[src/rtl/fpx_pkg.sv]
package fpx_pkg;
  localparam int unsigned NEXC  = 5;
  localparam int unsigned B_INV = 0;
  localparam int unsigned B_DZ  = 1;
  localparam int unsigned B_OVF = 2;
  localparam int unsigned B_UNF = 3;
  localparam int unsigned B_INX = 4;

  typedef logic [NEXC-1:0] exc_t;

  localparam exc_t PAIR_OVF_INX = exc_t'((1 << B_OVF) | (1 << B_INX));
  localparam exc_t PAIR_UNF_INX = exc_t'((1 << B_UNF) | (1 << B_INX));

  // Can one operation legally raise this combination of classes?
  function automatic logic combo_legal(exc_t v);
    int unsigned n;
    n = 0;
    for (int i = 0; i < NEXC; i++) n += v[i] ? 1 : 0;
    if (n <= 1) return 1'b1;
    return (v == PAIR_OVF_INX) || (v == PAIR_UNF_INX);
  endfunction

  // Next flag state: hardware sets OR in; masked write bits override.
  function automatic exc_t flag_next(exc_t cur, exc_t hw_set, logic wr,
                                     exc_t mask, exc_t val);
    exc_t merged;
    merged = cur | hw_set;
    if (wr) merged = (merged & ~mask) | (val & mask);
    return merged;
  endfunction
endpackage

[src/rtl/fpx_exc_split.sv]
module fpx_exc_split #(
  parameter int unsigned N = fpx_pkg::NEXC
) (
  input  logic         exc_valid,
  input  logic [N-1:0] exc_vec,
  input  logic [N-1:0] tren,
  output logic [N-1:0] set_vec,
  output logic [N-1:0] trap_vec
);
  for (genvar g = 0; g < N; g++) begin : g_cls
    logic hit;
    assign hit         = exc_valid & exc_vec[g];
    assign set_vec[g]  = hit & ~tren[g];
    assign trap_vec[g] = hit &  tren[g];
  end
endmodule

[src/rtl/fpx_flag_store.sv]
module fpx_flag_store #(
  parameter int unsigned N = fpx_pkg::NEXC
) (
  input  logic         clk,
  input  logic         rst_n,
  input  logic [N-1:0] set_vec,
  input  logic         wr_en,
  input  logic [N-1:0] wr_mask,
  input  logic [N-1:0] wr_val,
  output logic [N-1:0] flags
);
  always_ff @(posedge clk or negedge rst_n) begin
    if (!rst_n) flags <= '0;
    else        flags <= fpx_pkg::flag_next(flags, set_vec, wr_en, wr_mask, wr_val);
  end
endmodule

[src/rtl/fpx_trap_gen.sv]
module fpx_trap_gen #(
  parameter int unsigned N = fpx_pkg::NEXC
) (
  input  logic         clk,
  input  logic         rst_n,
  input  logic [N-1:0] trap_vec,
  output logic         trap_req,
  output logic [N-1:0] trap_cause
);
  always_ff @(posedge clk or negedge rst_n) begin
    if (!rst_n) begin
      trap_req   <= 1'b0;
      trap_cause <= '0;
    end else begin
      trap_req   <= |trap_vec;
      trap_cause <= trap_vec;
    end
  end
endmodule

[src/rtl/fpx_combo_check.sv]
module fpx_combo_check (
  input  logic          clk,
  input  logic          rst_n,
  input  logic          exc_valid,
  input  fpx_pkg::exc_t exc_vec,
  output logic          err
);
  logic bad_now;
  assign bad_now = exc_valid & ~fpx_pkg::combo_legal(exc_vec);

  always_ff @(posedge clk or negedge rst_n) begin
    if (!rst_n) err <= 1'b0;
    else        err <= bad_now;
  end
endmodule

[src/rtl/fpx_flag_bank.sv]
module fpx_flag_bank #(
  parameter int unsigned N = fpx_pkg::NEXC
) (
  input  logic         clk,
  input  logic         rst_n,
  input  logic         exc_valid,
  input  logic [N-1:0] exc_vec,
  input  logic         tren_we,
  input  logic [N-1:0] tren_wdata,
  input  logic         flag_we,
  input  logic [N-1:0] flag_mask,
  input  logic [N-1:0] flag_val,
  output logic [N-1:0] flags_o,
  output logic [N-1:0] tren_o,
  output logic         trap_req_o,
  output logic [N-1:0] trap_cause_o,
  output logic         proto_err_o
);
  // Routed events, named for observation.
  logic [N-1:0] set_vec;
  logic [N-1:0] trap_vec;

  always_ff @(posedge clk or negedge rst_n) begin
    if (!rst_n)       tren_o <= '0;
    else if (tren_we) tren_o <= tren_wdata;
  end

  fpx_exc_split #(.N(N)) split_i (
    .exc_valid (exc_valid),
    .exc_vec   (exc_vec),
    .tren      (tren_o),
    .set_vec   (set_vec),
    .trap_vec  (trap_vec)
  );

  fpx_flag_store #(.N(N)) store_i (
    .clk     (clk),
    .rst_n   (rst_n),
    .set_vec (set_vec),
    .wr_en   (flag_we),
    .wr_mask (flag_mask),
    .wr_val  (flag_val),
    .flags   (flags_o)
  );

  fpx_trap_gen #(.N(N)) trap_i (
    .clk        (clk),
    .rst_n      (rst_n),
    .trap_vec   (trap_vec),
    .trap_req   (trap_req_o),
    .trap_cause (trap_cause_o)
  );

  fpx_combo_check combo_i (
    .clk       (clk),
    .rst_n     (rst_n),
    .exc_valid (exc_valid),
    .exc_vec   (exc_vec),
    .err       (proto_err_o)
  );
endmodule

[config.mk]
export PLATFORM = sky130hd
export DESIGN_NAME = fpx_flag_bank
export DESIGN_NICKNAME = d
export VERILOG_FILES = /design/src/rtl/fpx_pkg.sv /design/src/rtl/fpx_exc_split.sv /design/src/rtl/fpx_flag_store.sv /design/src/rtl/fpx_trap_gen.sv /design/src/rtl/fpx_combo_check.sv /design/src/rtl/fpx_flag_bank.sv
export SDC_FILE = /design/constraint.sdc
export NUM_CORES = 1
export LEC_CHECK = 0
export BUFFER_PORTS_ARGS = -buffer_cell sky130_fd_sc_hd__buf_2
export CORE_MARGIN = 2
export CORE_UTILIZATION = 30
export DETAILED_ROUTE_END_ITERATION = 8
export GPL_ROUTABILITY_DRIVEN = 0
export GPL_TIMING_DRIVEN = 0
export SLEW_MARGIN = 20
export SYNTH_ARGS = -nofsm -noshare
export SYNTH_HDL_FRONTEND = slang
export SYNTH_SLANG_ARGS = --single-unit
[constraint.sdc]
create_clock -name clk -period 1.1 [get_ports clk]
set_input_delay 0.11 -clock clk [delete_from_list [all_inputs] [get_ports clk]]
set_output_delay 0.11 -clock clk [all_outputs]
set_load 0.02 [all_outputs]
* Word-level counts from Yosys, hierarchy flattened
Index checks and enable logic that the tools add are counted.
** Operators by class
- Add/subtract/negate cells :: 4
- Order comparisons :: 1
- Equality and inequality tests :: 2
- Mux-type cells :: 9
- Bitwise gates (word level) :: 27
- Reductions and logical operators :: 2
** Operators with widths (number)
- 32-bit adder :: 4
- 32-bit by 1-bit <= comparator with 1-bit output (second input constant) :: 1
- 1-bit bitwise AND :: 16
- 5-bit bitwise AND :: 2
- 5-bit == test (second input constant) :: 2
- 5-bit OR :: 2
- 1-bit 2-to-1 mux :: 8
- 1-bit inverter :: 6
- 5-bit 2-to-1 mux :: 1
- 5-bit inverter :: 1
- 5-bit OR reduction :: 1
- 1-bit logical OR :: 1
** Storage, ports and cells
- Register bits after elaboration :: 17
- Input port bits :: 25
- Output and inout port bits :: 17
- Word-level logic and storage cells :: 50

* Logic depth before layout (Yosys ltp)
Gate-level depths: netlist of the first run.
- Word-level depth :: 10
- Mapped depth :: 4
- Depth with buffers taken out :: 4

* By module
Synthesis of the first run repeated with hierarchy kept, for this count alone.
** Unflattened totals
- Cells, all modules :: 60
- Area total of the unflattened synthesis :: 749.5 µm²
** Modules (own cells, without submodules)
- fpx_flag_store :: instances 1, cells an instance 21, area an instance 224.0 µm², sequential area each 125.1 µm²
- fpx_flag_bank :: instances 1, cells an instance 10, area an instance 181.4 µm², sequential area each 125.1 µm²
- fpx_trap_gen :: instances 1, cells an instance 9, area an instance 162.7 µm², sequential area each 150.1 µm²
- fpx_combo_check :: instances 1, cells an instance 10, area an instance 106.4 µm², sequential area each 25.0 µm²
- fpx_exc_split :: instances 1, cells an instance 10, area an instance 75.1 µm², sequential area each 0.0 µm²

* Worst setup path after synthesis of the first run
No wires, ideal clock.
- Path type :: input-to-reg
- Start point :: in exc_vec[0]
- End point :: reg combo_i.err
- Setup time :: 132 ps
- Arrival time :: 1128 ps
- Data required time :: 968 ps
- Path slack :: -160 ps
- Cell stages on the path :: 4
- Path buffers :: 0
- Cell sequence :: fa_1 -> ha_1 -> a211oi_1 -> a311oi_1
** Between the ends
- Word-level cells in the longest chain between the ends :: 10
- Elaborated cells between the ends (all ways) :: 13
- Classes of those cells :: add/sub: 4; order compare: 1; eq/ne: 2; mux: 3; bitwise: 2; reduce/logical: 1
** Ends and longest elaborated chain
- from (decl) :: RTL line fpx_flag_bank.sv:7 : input logic [N-1:0] exc_vec,
- 1-bit 2-to-1 mux :: RTL line fpx_pkg.sv:18 : for (int i = 0; i < NEXC; i++) n += v[i] ? 1 : 0;
- 32-bit adder (4 in a row) :: RTL line fpx_pkg.sv:18
- 32-bit by 1-bit <= comparator with 1-bit output :: RTL line fpx_pkg.sv:19 : if (n <= 1) return 1'b1;
- 1-bit 2-to-1 mux :: RTL line fpx_pkg.sv:19
- 1-bit 2-to-1 mux (*) :: RTL line fpx_pkg.sv:20 : return (v == PAIR_OVF_INX) || (v == PAIR_UNF_INX);
- 1-bit inverter (*) :: RTL line fpx_combo_check.sv:9 : assign bad_now = exc_valid & ~fpx_pkg::combo_legal(exc_vec);
- 1-bit bitwise AND (*) :: RTL line fpx_combo_check.sv:9
- named net combo_i.bad_now :: RTL line fpx_combo_check.sv:8 : logic bad_now;
- to (signal assigned) :: RTL line fpx_combo_check.sv:13 : else err <= bad_now;
- to (decl) :: RTL line fpx_combo_check.sv:6 : output logic err
Mark *: on every way through the listed nets, which the timed path passes. The rest lies on a longest branch.
A chain may end at the register's enable or synchronous reset.

* Final worst setup path of the first run
- Start point :: in exc_vec[3]
- End point :: reg combo_i.err
** Between the ends
- Word-level cells in the longest chain between the ends :: 8
- Elaborated cells between the ends (all ways) :: 11
- Classes of those cells :: add/sub: 2; order compare: 1; eq/ne: 2; mux: 3; bitwise: 2; reduce/logical: 1
** Ends and longest elaborated chain (RTL line)
- 1-bit 2-to-1 mux :: fpx_pkg.sv:18
- 32-bit adder (2 in a row) :: fpx_pkg.sv:18
- 32-bit by 1-bit <= comparator with 1-bit output :: fpx_pkg.sv:19
- 1-bit 2-to-1 mux :: fpx_pkg.sv:19
- 1-bit 2-to-1 mux (*) :: fpx_pkg.sv:20
- 1-bit inverter (*) :: fpx_combo_check.sv:9
- 1-bit bitwise AND (*) :: fpx_combo_check.sv:9
- named net combo_i.bad_now :: fpx_combo_check.sv:8
Marked as above.

==> results of run 1 <==
## through the flow
step	area, um2	utilization	total power [uW]
CTS	1060	0.428	1400
global route	1090	0.438	1500
floorplan	786	-	904
global placement	1020	0.413	1040
detailed placement	1020	0.413	1050
finish	1090	0.438	1400
## per-layer routing
| layer | vias up | GRT usage | wire length [um] |
|---|---|---|---|
| li1 | 323 | - | - |
| met1 | 300 | 0.162 | 800 |
| met2 | 35 | 0.204 | 818 |
| met3 | 5 | 0.0269 | 173 |
| met4 | 0 | 0.0732 | 41 |
| met5 | - | 0 | 0 |
## sequential cells by signal (all words and copies together), names as in the netlist
name and flops:
trap_i.trap_cause 5, tren_o 5, trap_i.trap_req 1, store_i.flags 5, combo_i.err 1
## cell usage after synthesis (all sizes together)
| library cell | count | share of area |
|---|---|---|
| a211oi | 1 | 0.0096 |
| a21oi | 1 | 0.0064 |
| a222oi | 1 | 0.013 |
| a22oi | 1 | 0.0096 |
| a311oi | 1 | 0.011 |
| a31oi | 5 | 0.040 |
| and3 | 5 | 0.042 |
| and3b | 5 | 0.056 |
| buf | 2 | 0.016 |
| dfrtp | 17 | 0.54 |
| fa | 1 | 0.026 |
| ha | 2 | 0.032 |
| inv | 8 | 0.038 |
| mux2 | 5 | 0.072 |
| nand2 | 5 | 0.024 |
| nand3b | 5 | 0.048 |
| xor2 | 1 | 0.011 |
## worst max-delay path, cell delays in order
cell and delay [ns]:
buf_2 0.14, fa_1 0.48, ha_4 0.29, a211oi_2 0.05, a311oi_1 0.23
## cell type report
type / instances / area (um2)
plain buffers: 2 / 12.5
clock buffers: 3 / 22.5
clock inverters: 1 / 5.00
fillers: 258 / 1390
inverters: 8 / 30.0
multi-input cells: 39 / 330
flip-flops and latches: 17 / 425
well taps: 30 / 37.5
repair buffers: 41 / 223
## how the worst max path moves through the flow
stage,start,end,cells past startpoint
after global placement,exc_vec[0],combo_i.err$_DFF_PN0_,5
after floorplan,exc_vec[0],combo_i.err$_DFF_PN0_,4
after global routing,exc_vec[3],combo_i.err$_DFF_PN0_,5
after CTS,exc_vec[0],combo_i.err$_DFF_PN0_,5
after detailed placement,exc_vec[0],combo_i.err$_DFF_PN0_,5
final,exc_vec[3],combo_i.err$_DFF_PN0_,5
## cells by family (layout without fill, tap and decap cells)
group	count (synthesis)	after routing
AO/OA/AOI/OAI	10	10
XOR/XNOR	1	1
adder cells (fa/ha/maj)	3	3
buffers and inverters	10	55
flip-flops	17	17
multiplexers	5	5
AND/OR/NAND/NOR	20	20
## power groups by stage
stage / Combinational, uW / Sequential (uW) / Clock [uW]
CTS: 331 / 716 / 357
detailed placement: 326 / 729 / 0
finish: 344 / 716 / 344
global placement: 318 / 727 / 0
floorplan: 107 / 798 / 0
global route: 378 / 726 / 391
## what timing repair did
item / in CTS / in global routing
hold buffers: 1 / 0
pin swaps: 1 / 0
endpoints found under the setup margin: 1 / 1
hold endpoints to repair: 17 / 0
cloned: 0 / 0
resized for setup: 0 / 5
==> metrics.md, run 1 <==
| Metric | Value |
|---|---|
| Min-delay worst type | `primary input to register` |
| DRT antenna net count | `0` |
| Core area | `2480 um2` |
| Post-Synth Adder-Cell Area | `0.0577` |
| H-tree lvl count | `1` |
| Initial antenna violation count | `0` |
| Drc violations | `0` |
| Hold Crit Depth | `2` |
| Hold WS | `0.0360 ns` |
| Register area share after synthesis | `0.545` |
| CTS buffer count | `3` |
| Final Worst Setup Slack | `0.000691 ns` |
| Internal Power | `970 uW` |
| Final Hold Fails | `0` |
| P per Cell Area | `1290 nW/um2` |
| Diodes inserted | `0` |
| Crit path required time | `1.30 ns` |
| Row count | `18` |
| Slew Viols, Final | `0` |
| First-pass DRT Iterations | `4` |
| Setup violators final | `0` |
| Final HPWL DP | `1360 um` |
| Status | `finished, final reports clean` |
| # clock sinks | `17` |
| Pre-CTS setup slack | `-0.357 ns` |
| Synthesized area | `781 um2` |
| Layout cell share with drive strength beyond 1 | `0.486` |
| Min Clock Period, post-route | `1.10 ns` |
| DP Cell Count | `136` |
| Combinational power share | `0.245` |
| Synth Area in Compound Gates | `0.0897` |
| Die Ht | `55.0 um` |
| Power share of the clock group | `0.245` |
| CTS root buffer | `clkbuf_4` |
| Net switching power | `434 uW` |
| Syn-to-layout area delta | `39.1%` |
| Post-Route WL | `1830 um` |
| Via count | `663` |
| Routed vias/inst | `4.70` |
| Synth Area in Simple Gates | `0.170` |
| Synth warn | `0` |
| Sw Ratio | `0.309` |
| Leakage | `0.000595 uW` |
| Fin cells | `141` |
| Relative slew slack | `0.746` |
| Synth Register Bits | `17` |
| Share of power burned in registers | `0.510` |
| RSZ-0062 raised after global routing | `true` |
| Hold_sp | `tren_wdata[4]` |
| Synth Instances | `66` |
| CTS tree | `done` |
| Worst-path clk slew | `0.10 ns` |
| Register-to-Register Path Depth | `2` |
| Least-Margin Pin Slew | `0.381 ns` |
| DRT iter0 DRCs | `6` |
| R2R Setup Slk | `0.06 ns` |
| WS Path Type | `primary input to register` |
| Avg Cell Area, Syn | `11.8 um2` |
| Max Clock Freq | `910 MHz` |
| Clk_lat worst skew | `0.30 ns` |
| MaxCap Viol Count | `0` |
| Die Width | `55.0 um` |
| Largest net degree at the start of global routing | `18` |
| Input/output buffers | `40` |
| Drt wl/cell | `13.0 um` |
| Synth Area in XOR/XNOR | `0.0112` |
| Clock skew | `0.00560 ns` |
| Die area | `3030 um2` |
| First-pass GRT wire length | `2660 um` |
| Critical path endpoint category | `register` |
| Post-synth cell types | `19` |
| Number of I/O pins | `42` |
| Multiplexer area fraction after synthesis | `0.0721` |
| Worst vdd ir | `0.748 mV` |
| Clk buf depth | `2` |
| Hold endpoint | `tren_o[4]$_DFFE_PN0P_` |
| Congestion Overflow GR | `0` |
| Sum Neg Setup Slack | `0 ns` |
| All-Layer GR Usage | `0.129` |
| Start of the worst register-to-register path | `tren_o[0]$_DFFE_PN0P_` |
| Crit path launch type | `primary input` |
| Syn Nets | `94` |
| Number of global-route vias before repair | `610` |
| Final Cycle Share | `0.999` |
| Initial Util | `0.315` |
| Setup Buffers After CTS | `0` |
| Most frequent cells in the layout | `buf_2, dfrtp_1, inv_1` |
| Final nets | `140` |
| RR Endpoint | `trap_i.trap_req$_DFF_PN0_` |
| Most common cell after layout, fill and taps aside | `buf_2` |
| Worst Path Max Fanout | `5` |
| Largest family of logic cells by synthesized area | `simple AND/OR/NAND/NOR gates` |
| CP arrival | `1.30 ns` |
No activity file was read; power rests on OpenSTA's default activity.
==> run 2: changes to the inputs <==
--- a/config.mk
+++ b/config.mk
@@ -7,4 +7,6 @@
 export LEC_CHECK = 0
 export BUFFER_PORTS_ARGS = -buffer_cell sky130_fd_sc_hd__buf_2
+export CAP_MARGIN = 5
+export CORE_ASPECT_RATIO = 1.25
 export CORE_MARGIN = 2
 export CORE_UTILIZATION = 30
==> constraint.sdc (replaced) <==
create_clock -name clk -period 1.1 [get_ports clk]
set_input_delay 0.22 -clock clk [delete_from_list [all_inputs] [get_ports clk]]
set_output_delay 0.22 -clock clk [all_outputs]
set_load 0.02 [all_outputs]
==> run 2 against run 1 <==
  * The flow now finishes with violations (negative setup slack)
  * Combinational power rose by 18%
  * Sequential share of layout area fell by 2.9 points
  * Cell area rose by 8.1%
  * Non-clock buffer count rose by 8
  * Core utilization rose by 4.0 points
  * Critical path type unchanged
==> metrics.md, run 2 (same netlist as run 1, synthesis figures left out) <==
| Metric | Value |
|---|---|
| Status | `finished, violations left` |
| Violated checks | `negative setup slack` |
| RSZ-0062 raised after global routing | `true` |
| First-pass GRT wire length | `2850 um` |
| Most common cell after layout, fill and taps aside | `buf_2` |
| Worst-path clk slew | `0.09 ns` |
| Hold_sp | `tren_wdata[2]` |
| Number of I/O pins | `42` |
| Multi-input gate area | `318 um2` |
| Layout cell share with drive strength beyond 1 | `0.504` |
| Post-Route WL | `1780 um` |
| Number of global-route vias before repair | `663` |
| Via count | `688` |
| Syn-to-layout area delta | `50.3%` |
| Row count | `20` |
| Die Ht | `61.0 um` |
| Sum Neg Setup Slack | `-0.0619 ns` |
| Initial Util | `0.318` |
| Clock skew | `0.00217 ns` |
| Final core utilization | `0.479` |
| Die Width | `49.6 um` |
| Filler cells | `251` |
| Die area | `3030 um2` |
| Congestion Overflow GR | `0` |
| Worst vdd ir | `0.657 mV` |
| WS Path Type | `primary input to register` |
| Fin cells | `152` |
| MaxCap Viol Count | `0` |
| Setup violators final | `1` |
| Critical path endpoint category | `register` |
| Crit path required time | `1.27 ns` |
| First-pass DRT Iterations | `4` |
| Finished Cell Area | `1170 um2` |
| Clk_lat worst skew | `0.29 ns` |
| Pre-CTS setup slack | `-0.429 ns` |
| Drc violations | `0` |
| Most frequent cells in the layout | `buf_2, dfrtp_1, buf_4, inv_1, buf_6` |
| Start of the worst register-to-register path | `tren_o[0]$_DFFE_PN0P_` |
| Relative slew slack | `0.750` |
| DRT antenna net count | `0` |
| Routed vias/inst | `4.53` |
| Diodes inserted | `0` |
| Slew Viols, Final | `0` |
| DP Cell Count | `139` |
| Final nets | `148` |
| Least-Margin Pin Slew | `0.376 ns` |
| Largest net degree at the start of global routing | `18` |
| Leakage | `0.000643 uW` |
| CTS root buffer | `clkbuf_4` |
| Final HPWL DP | `1350 um` |
| Final Cycle Share | `1.06` |
| Min-delay worst type | `primary input to register` |
| CP arrival | `1.34 ns` |
| Worst Path Max Fanout | `5` |
| P per Cell Area | `1230 nW/um2` |
| CTS buffer count | `3` |
| Placed cell area | `1030 um2` |
| # clock sinks | `17` |
| Core area | `2450 um2` |
| Min Clock Period, post-route | `1.16 ns` |
| Max Clock Freq | `861 MHz` |
| Register area | `425 um2` |
| All-Layer GR Usage | `0.130` |
| Critical path launch point | `exc_vec[0]` |
| Clk buf depth | `2` |
| Largest registers | `store_i.flags x5, trap_i.trap_cause x5, tren_o x5` |
| Final Hold Fails | `0` |
| Final Worst Setup Slack | `-0.0619 ns` |
| Initial antenna violation count | `0` |
| DRT iter0 DRCs | `13` |
| Crit path launch type | `primary input` |
| Drt wl/cell | `11.7 um` |
| Input/output buffers | `40` |
| CTS tree | `done` |
| H-tree lvl count | `1` |
run 2: cell count changes in the layout (fill, tap and decap cells not counted):
cell,before,now
ha_1,1,2
buf_2,39,33
clkbuf_1,0,1
ha_4,1,0
buf_8,0,1
buf_6,2,6
clkinv_2,1,0
buf_4,1,10
run 2: worst paths after layout:
| path | endpoint | slack [ns] | depth (start not counted) |
|---|---|---|---|
| min reg2reg | store_i.flags[3]$_DFF_PN0_ | 0.52 | 2 |
| min | tren_o[2]$_DFFE_PN0P_ | 0.16 | 2 |
| min in group asynchronous | tren_o[4]$_DFFE_PN0P_ | 0.37 | 2 |
| max in group asynchronous | trap_i.trap_cause[0]$_DFF_PN0_ | 0.47 | 2 |
| max | combo_i.err$_DFF_PN0_ | -0.06 | 5 |
| max reg2reg | store_i.flags[0]$_DFF_PN0_ | 0.05 | 4 |
run 2: area by class of cell:
type | instances | share of cell area
tap | 33 | 0.0352
timing repair buffer | 49 | 0.273
inverter | 8 | 0.0256
buffer | 2 | 0.0107
clock buffer | 4 | 0.0224
multi-input combinational | 39 | 0.271
sequential | 17 | 0.362
run 2: through the flow:
stage	hold slack [ns]	power (uW)
floorplan	-0.0756	904
global placement	0.158	1040
detailed placement	0.159	1050
global route	0.141	1540
CTS	0.148	1440
finish	0.160	1440
run 2: routing by layer:
metal / share of wire / up-vias / track usage
met1: 0.39 / 316 / 0.142
met4: 0.031 / 0 / 0.107
met5: 0 / - / 0
met2: 0.51 / 31 / 0.223
met3: 0.063 / 4 / 0.0243
li1: - / 337 / -
run 2: worst max-delay path, cell delays in order:
cell	delay (ns)
buf_8	0.10
fa_1	0.47
ha_1	0.30
a211oi_2	0.18
a311oi_1	0.06
run 2: power breakdown:
| part | internal [uW] | leakage, uW | switching, uW | total, uW |
|---|---|---|---|---|
| combinational | 206 | 0.000425 | 200 | 406 |
| sequential | 681 | 0.000203 | 30.6 | 711 |
| clock | 141 | 0.0000150 | 184 | 325 |
run 2: what timing repair did:
action                     in CTS  in global routing
setup buffers                   6                  2
hold buffers                    1                  0
gates resized for setup        10                  6
hold endpoints to repair       17                  0
setup endpoints to repair       6                 10
pin swaps                       1                  2
==> run 3: changes to the inputs <==
Settings changed: SETUP_SLACK_MARGIN set to 0.02.
==> run 3 against run 2 <==
  * The flow still finishes with violations (negative setup slack)
  * Die area unchanged
  * Via count is 1.3% higher
  * Non-clock buffer count rose by 1
  * First-iteration DRC count is 31% higher
  * Worst hold slack lost 0.0013 ns
  * Sequential share of layout area fell by 1.1 points
  * Critical path depth is the same
  * Total power rose by 2.7%
  * Cell count is 0.66% higher
  * Core utilization up 1.5 points
  * Sequential power rose by 0.8%
  * Combinational power increased by 7.6%
  * Largest power group unchanged
==> metrics.md, run 3 (same netlist as run 1, synthesis figures left out) <==
| Metric | Value |
|---|---|
| Largest net degree at the start of global routing | `18` |
| Die Ht | `61.0 um` |
| Core area | `2450 um2` |
| Input/output buffers | `40` |
| DRT antenna net count | `0` |
| CP arrival | `1.34 ns` |
| Register-to-Register Path Depth | `2` |
| Relative slew slack | `0.748` |
| Clk buf depth | `2` |
| CTS tree | `done` |
| Drc violations | `0` |
| First-pass DRT Iterations | `4` |
| P per Cell Area | `1220 nW/um2` |
| Syn-to-layout area delta | `55.0%` |
| DRT iter0 DRCs | `17` |
| First-pass GRT wire length | `2820 um` |
| CTS buffer count | `3` |
| Final Worst Setup Slack | `-0.0614 ns` |
| Slowest Stage Delay on Critical Path | `0.47 ns` |
| H-tree lvl count | `1` |
| RSZ-0062 raised after global routing | `true` |
| Worst-path clk slew | `0.09 ns` |
| Worst Path Max Fanout | `5` |
| Number of global-route vias before repair | `667` |
| Post-Route WL | `1860 um` |
| Die Width | `49.6 um` |
| Row count | `20` |
| # clock sinks | `17` |
| Most common cell after layout, fill and taps aside | `buf_2` |
| Initial antenna violation count | `0` |
| Crit path cell chain | `buf_8 > fa_1 > ha_1 > a211oi_2 > a311oi_1` |
| Hold WS | `0.159 ns` |
| Most frequent cells in the layout | `buf_2, dfrtp_1, buf_6, buf_4, inv_1` |
| Final Hold Fails | `0` |
| Min Clock Period, post-route | `1.16 ns` |
| Largest registers | `store_i.flags x5, trap_i.trap_cause x5, tren_o x5` |
| Max Clock Freq | `861 MHz` |
| MaxCap Viol Count | `0` |
| Drt wl/cell | `12.2 um` |
| CTS root buffer | `clkbuf_4` |
| Final Cycle Share | `1.06` |
| Least-Margin Pin Slew | `0.377 ns` |
| Crit path required time | `1.27 ns` |
| Min-delay worst type | `primary input to register` |
| Via count | `697` |
| Hold Crit Depth | `2` |
| Congestion Overflow GR | `0` |
| Worst vdd ir | `0.662 mV` |
| Leakage | `0.000660 uW` |
| Diodes inserted | `0` |
| Final HPWL DP | `1350 um` |
| Status | `finished, violations left` |
| All-Layer GR Usage | `0.129` |
| Clock skew | `0.000797 ns` |
| Critical path endpoint category | `register` |
| Violated checks | `negative setup slack` |
| WS Path Type | `primary input to register` |
| Slew Viols, Final | `0` |
| Number of I/O pins | `42` |
| Slowest CP cell | `fa_1` |
| Die area | `3030 um2` |
| Clk_lat worst skew | `0.29 ns` |
| Final core utilization | `0.493` |
| Routed vias/inst | `4.56` |
| Final nets | `149` |
| Setup violators final | `1` |
| Layout cell share with drive strength beyond 1 | `0.508` |
| Crit path launch type | `primary input` |
| Initial Util | `0.318` |
-- run 3: cell count changes in the layout (fill, tap and decap cells not counted), sizes merged --
cell,previous run,this run
buf,50,51
-- run 3: report_power, final --
| group | internal, uW | switching [uW] |
|---|---|---|
| sequential | 681 | 36.7 |
| combinational | 234 | 203 |
| clock | 141 | 186 |
-- run 3: worst max-delay path, delay by kind of cell --
kind	cells	cell delay, ns
buf+inv	1	0.11
fa+ha+maj	2	0.77
compound gates	2	0.24
-- run 3: per-layer routing --
metal  wire length, um  vias to the layer above  track usage
li1                  -                      338            -
met1               733                      328        0.136
met2               974                       27        0.227
met3                99                        4       0.0243
met4                52                        0        0.107
met5                 0                        -            0
-- run 3: layout make-up --
cell class | count | area (um2)
multi-input combinational | 39 | 318
tap | 33 | 41.3
sequential | 17 | 425
inverter | 8 | 30.0
timing repair buffer | 50 | 357
clock buffer | 4 | 26.3
fill | 243 | 1240
buffer | 2 | 12.5
-- run 3: final timing paths --
kind | from | endpoint | slack [ns]
setup / recovery | exc_vec[0] | combo_i.err$_DFF_PN0_ | -0.06
hold / removal | tren_wdata[0] | tren_o[0]$_DFFE_PN0P_ | 0.16
setup reg to reg | tren_o[0]$_DFFE_PN0P_ | trap_i.trap_req$_DFF_PN0_ | 0.04
hold reg to reg | store_i.flags[4]$_DFF_PN0_ | store_i.flags[4]$_DFF_PN0_ | 0.55
max in group asynchronous | rst_n | trap_i.trap_cause[0]$_DFF_PN0_ | 0.46
min in group asynchronous | rst_n | store_i.flags[2]$_DFF_PN0_ | 0.37
-- run 3: timing repair --
| action | in CTS | in global routing |
|---|---|---|
| cloned | 0 | 0 |
| resized for setup | 12 | 13 |
| hold buffers | 1 | 0 |
| setup endpoints to repair | 6 | 12 |
| hold endpoints to repair | 17 | 0 |
| pin swaps | 1 | 1 |
| setup buffers | 6 | 4 |
-- run 3: through the flow --
step / setup TNS [ns] / std cells / setup slack (ns) / power [uW] / cell area, um2
after global routing: -0.164 / 153 / -0.103 / 1570 / 1210
final: -0.0614 / 153 / -0.0614 / 1480 / 1210
after CTS: -0.0558 / 150 / -0.0533 / 1440 / 1150
after detailed placement: -0.429 / 139 / -0.429 / 1050 / 1030
after global placement: -0.417 / 139 / -0.417 / 1040 / 1030
after floorplan: -0.234 / 66 / -0.234 / 904 / 786
